## src/rtl/fpu_exc_status.sv

```systemverilog
`timescale 1ns/100ps
module fpu_exc_status #(
  parameter int SW = 64,
  parameter int TTW = 8,
  parameter logic [TTW-1:0] TRAP_CODE = 8'h21,
  parameter logic [31:0] LD32_MASK = 32'hCF8003FF,
  parameter logic [SW-1:0] LD64_MASK = 64'h0000003FCF8003FF
) (
  input  logic           clk,
  input  logic           rst_n,
  input  logic           op_valid,
  input  logic [4:0]     op_flags,
  input  logic           ld32_valid,
  input  logic [31:0]    ld32_data,
  input  logic           ld64_valid,
  input  logic [SW-1:0]  ld64_data,
  output logic [SW-1:0]  status,
  output logic           trap_req,
  output logic [TTW-1:0] trap_type,
  output logic [3:0]     rnd_mode
);
  localparam int NF = 5;
  localparam int CX = 0;
  localparam int AX = CX + NF;
  localparam int TE = CX + 23;
  localparam int TT = 14;
  localparam int RD = 30;

  logic [SW-1:0] st, nxt;
  logic          trap_n;

  wire [SW-1:0] m32   = {{(SW-32){1'b0}}, LD32_MASK};
  wire [SW-1:0] d32   = {{(SW-32){1'b0}}, ld32_data};
  wire [NF-1:0] cnew  = st[CX +: NF] | op_flags;
  wire          hit   = |(cnew & st[TE +: NF]);

  always_comb begin
    nxt    = st;
    trap_n = 1'b0;
    if (ld64_valid)
      nxt = (ld64_data & LD64_MASK) | (st & ~LD64_MASK);
    else if (ld32_valid)
      nxt = (d32 & m32) | (st & ~m32);
    else if (op_valid && |op_flags) begin
      nxt[CX +: NF] = cnew;
      if (hit) begin
        nxt[TT +: 3] = 3'd1;
        trap_n = 1'b1;
      end else
        nxt[AX +: NF] = st[AX +: NF] | cnew;
    end
  end

  always_ff @(posedge clk) begin
    if (!rst_n) begin
      st        <= '0;
      trap_req  <= 1'b0;
      trap_type <= '0;
    end else begin
      st        <= nxt;
      trap_req  <= trap_n;
      trap_type <= trap_n ? TRAP_CODE : '0;
    end
  end

  always_comb begin
    case (st[RD +: 2])
      2'd0:    rnd_mode = 4'b0001;
      2'd1:    rnd_mode = 4'b0010;
      2'd2:    rnd_mode = 4'b0100;
      2'd3:    rnd_mode = 4'b1000;
      default: rnd_mode = 4'b0010;
    endcase
  end

  assign status = st;
endmodule

```

## config.mk

```make
export PLATFORM = sky130hd
export DESIGN_NAME = fpu_exc_status
export DESIGN_NICKNAME = d
export VERILOG_FILES = /design/src/rtl/fpu_exc_status.sv
export SDC_FILE = /design/constraint.sdc
export NUM_CORES = 1
export LEC_CHECK = 0
export BUFFER_PORTS_ARGS = -buffer_cell sky130_fd_sc_hd__buf_4
export CORE_ASPECT_RATIO = 0.6
export CORE_MARGIN = 2
export CORE_UTILIZATION = 31
export CTS_CLUSTER_DIAMETER = 50
export DETAILED_ROUTE_END_ITERATION = 16
export GPL_ROUTABILITY_DRIVEN = 0
export GPL_TIMING_DRIVEN = 0
export PLACE_DENSITY_LB_ADDON = 0.08
export SYNTH_ARGS = -nofsm -noshare
export SYNTH_HDL_FRONTEND = slang
export SYNTH_SLANG_ARGS = --single-unit
```

## constraint.sdc

```tcl
create_clock -name clk -period 1.4 [get_ports clk]
set_clock_uncertainty 0.1 [all_clocks]
set_input_delay 0.14 -clock clk [delete_from_list [all_inputs] [get_ports clk]]
set_output_delay 0.14 -clock clk [all_outputs]
set_load 0.02 [all_outputs]
```

==> results.json, run 1 <==
{
  "status": "finished, violations left",
  "violations": "negative setup slack",
  "ys_seq_area_share_pct": 30.0,
  "synth_cell_types": 26,
  "worst-r2r-setup-slack_ns": 0.08,
  "yosysWarnings": 0,
  "netlist_area_sq_mm": 0.00167,
  "root_buffer": "clkbuf_8",
  "cts_sinks": 25,
  "peakVddDrop_v": 0.000389,
  "synthMuxAreaShare_pct": 8.39,
  "hold_buffers": 0,
  "post-route-worst-setup-slack_ns": -0.0167,
  "viasPerCell": 4.14,
  "path_clk_slew_ns": 0.09,
  "grt_max_degree": 15,
  "use_met1_pct": 20.8,
  "clockBufferDepth": 2,
  "min_period_ns": 1.42,
  "synth_top_family_by_area": "buffers and inverters",
  "hold_path_end": "status[37]",
  "vias": 1643,
  "drtPass1Iterations": 4,
  "wl_per_cell_um": 11.9,
  "grt_pass1_wl_mm": 7.13,
  "first_iter_violations": 54,
  "hold_start": "ld64_data[37]",
  "dieArea_sq_mm": 0.00601,
  "hold_violations": 0,
  "antenna_found_initial": 0,
  "p_per_area_mw_per_mm2": 754,
  "cp-start-kind": "input port",
  "cp_cell_sequence": "buf_8 > or4_4 > o211ai_4 > nor3_2 > o311a_1",
  "r2r_start": "status[1]",
  "max-slew-margin-rel_pct": 58.5,
  "antenna_cells": 0,
  "final_nets": 438,
  "final_layout_size_suffix_gt1_share_pct": 46.2,
  "place_area_sq_mm": 0.00253,
  "slew_violations": 0,
  "r2r_end": "status[5]",
  "setup_viol": 2,
  "fp.dieW_um": 98.8,
  "leakage_nw": 1.38,
  "worstPathArrival_ns": 1.48,
  "die_h_um": 60.9,
  "area_delta_synth_final_pct": 58.7,
  "critical_path_class": "input port to flop",
  "initial_utilization_pct": 32.6,
  "num_rows": 20,
  "post-route-drc-count": 0,
  "antenna_left": 0,
  "ys_ff_latch": 25,
  "hpwl_mm": 3.84,
  "n_fill_cell": 530,
  "synthSimpleGateAreaFrac_pct": 21.1,
  "synth_top_area_share_pct": 30.0,
  "worst_setup_path_end_kind": "flop",
  "ioPinCount": 183,
  "synth_compound_area_share_pct": 16.6,
  "grt_usage_pct": 15.0,
  "worst_pin_slew_ns": 0.622,
  "crit_path_max_incr_delay_ns": 0.57,
  "grt_setup_unrepaired": "yes",
  "grt_util_met2_pct": 23.9,
  "post-route-period-util_pct": 101,
  "syn-instance-count": 200,
  "max-cap-violations": 0,
  "core_area_sq_mm": 0.00513,
  "clk_latency_ns": 0.27,
  "cp_slowest_cell": "or4_4",
  "hp-class": "input port to flop",
  "grt_use_met3_pct": 4.72,
  "reg2reg_depth": 5,
  "cts_inserted_buffers": 3,
  "yosys.area_share.adder_pct": 0,
  "worstHoldPathCells": 3,
  "max_freq_mhz": 706,
  "path_max_fanout": 5,
  "synthTopCellsByArea": "dfxtp_1 30%, buf_4 22%, mux2i_1 8.4%, nor2b_1 6.7%, o311a_1 5.4%",
  "yosys.area.top_type": "dfxtp_1",
  "synthXorXnorAreaFrac_pct": 0,
  "avgSynthCellArea_sq_um": 8.35,
  "grt_pass1_vias": 1503,
  "tns_ns": -0.0186,
  "htree_levels": 1,
  "worst_ep_required_time_ns": 1.46,
  "portBuffers": 80,
  "hold_ws_ns": 0.0201,
  "finalWirelength_mm": 4.71,
  "cts_tree": "yes",
  "grt-busiest-layer": "met2",
  "final_area_sq_mm": 0.00265,
  "grt.overflow.total": 0
}
-- worst max-delay path by stage --
stage,from,end,slack [ns],depth (start not counted)
floorplan,op_flags[3],status[7],-0.05,4
global route,op_flags[3],status[8],-0.03,5
CTS,op_flags[3],status[8],-0.007,5
detailed placement,op_flags[3],status[5],-0.27,5
global placement,op_flags[3],status[14],-0.27,5
finish,op_flags[3],status[7],-0.02,5
-- where the power goes --
| part | internal, W | switching, W | leakage (nW) | total, W |
|---|---|---|---|---|
| logic | 0.000369 | 0.000389 | 1.15 | 0.000758 |
| clock network | 0.000199 | 0.000234 | 0.0255 | 0.000433 |
| registers | 0.000762 | 0.0000470 | 0.208 | 0.000808 |
| total | 0.00133 | 0.000670 | 1.38 | 0.00200 |
-- logic make-up after synthesis --
family / count (synthesis)
and+or+nand+nor: 66
buffers and inverters: 57
AOI/OAI and AO/OA: 37
DFF: 25
muxes: 14
other: 1
-- area by class of cell --
| class | count | area (sq um) | area share, % |
|---|---|---|---|
| Clock buffer | 3 | 41.3 | 1.56 |
| Clock inverter | 1 | 5.00 | 0.189 |
| Timing Repair Buffer | 82 | 627 | 23.6 |
| Buffer | 57 | 398 | 15.0 |
| Tap cell | 66 | 82.6 | 3.11 |
| Sequential cell | 25 | 503 | 19.0 |
| Multi-Input combinational cell | 163 | 995 | 37.5 |
-- metal layers --
layer  vias up  part of all wire (%)
met2        65                    44
met4         0                  0.28
met5         -                     0
met1       708                    47
met3         2                   8.0
li1        868                     -
-- stage by stage --
step	power, W	utilization, %	setup WS, ns	instances
finish	0.00200	51.7	-0.0167	397
global placement	0.00154	49.3	-0.268	391
floorplan	0.00128	-	-0.0490	245
detailed placement	0.00154	49.3	-0.273	391
CTS	0.00199	50.8	-0.00745	397
global route	0.00211	51.7	-0.0349	397
-- repair_timing --
item	CTS	global route
endpoints found under the hold margin	0	0
endpoints found under the setup margin	7	13
setup buffers	2	0
resized for setup	6	16
pin swaps	2	1
-- layout by cell type (no fill, tap or decap) --
| cell type | instances |
|---|---|
| nor3_2 | 4 |
| o311a_1 | 9 |
| nor4_1 | 1 |
| o21ai_2 | 6 |
| dfxtp_1 | 23 |
| dfxtp_2 | 2 |
| o211ai_4 | 1 |
| a221o_1 | 5 |
| nand2_1 | 14 |
| conb_1 | 46 |
| or4_4 | 1 |
| nor2_1 | 6 |
| buf_2 | 2 |
| o21ai_0 | 11 |
| buf_8 | 1 |
| nand4_1 | 1 |
| mux2i_1 | 14 |
| and4_1 | 1 |
| o21a_1 | 2 |
| buf_4 | 128 |
| clkbuf_1 | 5 |
| buf_1 | 1 |
| clkbuf_2 | 1 |
| o21ai_1 | 1 |
| nor2b_1 | 18 |
| buf_6 | 1 |
| a211oi_2 | 1 |
| o31ai_1 | 1 |
| clkinv_2 | 1 |
| nor3_1 | 10 |
| or2_2 | 1 |
| and2_1 | 9 |
| clkbuf_8 | 3 |
-- flip-flops by register name, indices dropped and copies added, names as in the netlist --
register,cells
trap_type,1
status,24
-- Yosys cell counts --
library cell  number
o21a_1             2
o31ai_1            1
buf_1              1
nor2b_1           18
o21ai_0           16
nor4_1             1
buf_2              2
dfxtp_1           25
o21ai_2            1
and2_1             9
o21ai_1            1
nor2_1             6
or2_2              1
buf_4             48
clkbuf_1           6
o211ai_2           1
mux2i_1           14
or4_4              1
nand2_1           14
a221o_1            5
nand4_1            1
o311a_1            9
conb_1             1
a211oi_1           1
nor3_1            14
and4_1             1
-- critical path, delay by kind of cell --
| kind | cells | cell delay, ns |
|---|---|---|
| AO/OA/AOI/OAI | 2 | 0.58 |
| AND/OR/NAND/NOR | 2 | 0.66 |
| buffers and inverters | 1 | 0.10 |
(Power assumes the default switching activity.)
==> run 2: changes to the inputs <==
- ABC_AREA: default -> 1
==> run 2 against run 1 <==
The flow now finishes without violations; non-clock buffer count increased by 8; cell count increased by 8.6%; critical endpoint is now status[5]; largest cell class unchanged; area after synthesis decreased by 3.4%; synthesized cell count increased by 14%; largest power group unchanged; fmax increased by 10%; highest routed layer unchanged; hold slack got worse by 0.0046 ns; register-to-register slack improved by 0.04 ns.
==> results.json, run 2 <==
{
  "num_rows": 20,
  "grt_usage_pct": 16.0,
  "syn-instance-count": 227,
  "synthTopCellsByArea": "dfxtp_1 31%, buf_4 23%, nor2_1 9.3%, o21ai_0 7.1%, nand2_1 4.9%",
  "path_clk_slew_ns": 0.09,
  "n_fill_cell": 500,
  "root_buffer": "clkbuf_8",
  "crit_path_max_incr_delay_ns": 0.34,
  "layout_commonest_cell": "buf_4",
  "tns_ns": 0,
  "grt.overflow.total": 0,
  "status": "finished, final reports clean",
  "synth_cell_types": 24,
  "ys_async_sr_fraction_pct": 0,
  "netlist_area_sq_mm": 0.00161,
  "grt_max_degree": 14,
  "viasPerCell": 4.10,
  "worst_setup_path_end_kind": "flop",
  "clk_latency_ns": 0.27,
  "setup_viol": 0,
  "yosysWarnings": 0,
  "p_per_area_mw_per_mm2": 771,
  "largest_reg_flops": 24,
  "fp.dieW_um": 97.2,
  "leakage_nw": 1.41,
  "synth_edf_count": 0,
  "cpLargestDelayFamily": "compound AO/OA/AOI/OAI gates",
  "finalWirelength_mm": 4.90,
  "initial_utilization_pct": 32.1,
  "hp-class": "input port to flop",
  "cp_slowest_cell": "dfxtp_1",
  "avgSynthCellArea_sq_um": 7.11,
  "first_iter_violations": 68,
  "layout_common_cells": "129 x buf_4, 46 x conb_1, 40 x nor2_1",
  "grt_pass1_wl_mm": 7.29,
  "critPathBufInv": 0,
  "die_h_um": 59.9,
  "max_freq_mhz": 779,
  "crit_path_frequent_cell": "nand3_1",
  "cts_sinks": 25,
  "clockBufferDepth": 2,
  "final_layout_size_suffix_gt1_share_pct": 40.5,
  "min_period_ns": 1.28,
  "ioPinCount": 183,
  "multi_input_area_sq_um": 822,
  "drtPass1Iterations": 4,
  "final_nets": 472,
  "synth_top_area_share_pct": 31.0,
  "max-cap-violations": 0,
  "antenna_left": 0,
  "peakVddDrop_v": 0.000373,
  "cts_tree": "yes",
  "hold_violations": 0,
  "total_power_w": 0.00201,
  "post-route-period-util_pct": 91.7,
  "worst_ep_required_time_ns": 1.51,
  "synthTopCellsByCount": "50 x buf_4, 40 x nor2_1, 25 x dfxtp_1",
  "post-route-drc-count": 0,
  "ys_seq_area_share_pct": 31.0,
  "core_area_sq_mm": 0.00503,
  "dieArea_sq_mm": 0.00582,
  "synth_most_common_cell": "buf_4",
  "yosys.area.top_type": "dfxtp_1",
  "vias": 1769,
  "area_delta_synth_final_pct": 61.7,
  "path_max_fanout": 8,
  "slew_violations": 0,
  "cp-start-kind": "flop",
  "grt_pass1_vias": 1497,
  "postCtsSetupBuffers": 0,
  "hpwl_mm": 3.86,
  "cts_inserted_buffers": 3,
  "seq_area_sq_um": 503,
  "worstPathArrival_ns": 1.39,
  "htree_levels": 1,
  "grt_setup_unrepaired": "yes",
  "wl_per_cell_um": 11.4,
  "ys_ff_latch": 25,
  "portBuffers": 79,
  "antenna_cells": 0,
  "post-route-util_pct": 51.9,
  "antenna_found_initial": 0,
  "synth_flop_cell": "dfxtp_1",
  "cp_cell_sequence": "o21ai_1 > nand3_1 > o21bai_4 > nand3_1 > a21oi_1",
  "critical_path_class": "flop to flop"
}
[run 2: cell count changes after synthesis, sizes merged, moves of 6 or more]
cell and delta:
and2 -9, a21oi +15, o21ai +7, nand2 +8, inv +10, buf +6, mux2i -14, nand3 +11
o311a -9, nor3 -6, nor2b -18, nor2 +35
[run 2: per-stage QoR]
stage | setup WS [ns] | instances | cell area (sq um) | hold WS (ns)
2_1_floorplan | 0.150 | 272 | 1780 | 0.175
3_3_place_gp | 0.0777 | 417 | 2460 | 0.268
3_5_place_dp | 0.0962 | 417 | 2460 | 0.271
4_1_cts | 0.0809 | 431 | 2600 | 0.00695
5_1_grt | -0.0280 | 431 | 2610 | 0.0123
6_report | 0.116 | 431 | 2610 | 0.0154
[run 2: final cells by class]
type	count	area share [%]
buffer	58	16.3
clock buffer	4	1.73
inverter	10	1.44
multi-input combinational	179	31.5
sequential	25	19.3
tap	66	3.16
timing repair buffer	89	26.6
[run 2: report_power, final]
part | internal [W] | switching, W
clock | 0.000204 | 0.000231
combinational | 0.000357 | 0.000409
sequential | 0.000768 | 0.0000453
[run 2: cells by family (layout without fill, tap and decap cells)]
logic type	Yosys count	after routing	synth area share, %
compound gates	50	50	18.4
other cells	1	46	0.232
simple gates	83	83	21.6
buf+inv	68	161	28.8
flops	25	25	31.0
[run 2: per-layer routing]
layer / vias to the layer above / GRT usage (%) / part of all wire [%]
met4: 0 / 3.22 / 0.39
met1: 751 / 23.0 / 48
li1: 931 / - / -
met2: 85 / 24.1 / 42
met5: - / 0 / 0
met3: 2 / 4.56 / 9.9
[run 2: tightest hold or removal path: cells and delay by family]
family | cells | cell delay [ns]
buf+inv | 1 | 0.08
simple gates | 2 | 0.13
[run 2: repair_timing]
action | in CTS | in global routing
endpoints found under the setup margin | 0 | 5
resized for setup | 0 | 7
hold endpoints to repair | 10 | 0
hold buffers | 10 | 0
[run 2: worst paths after layout]
| kind | start | end | slack, ns | depth (start not counted) |
|---|---|---|---|---|
| worst max-delay path | status[3] | status[5] | 0.12 | 5 |
| worst min-delay path | ld32_data[26] | status[26] | 0.02 | 3 |
| worst max register to register | status[3] | status[5] | 0.12 | 5 |
| worst min register to register | status[7] | status[7] | 0.35 | 2 |
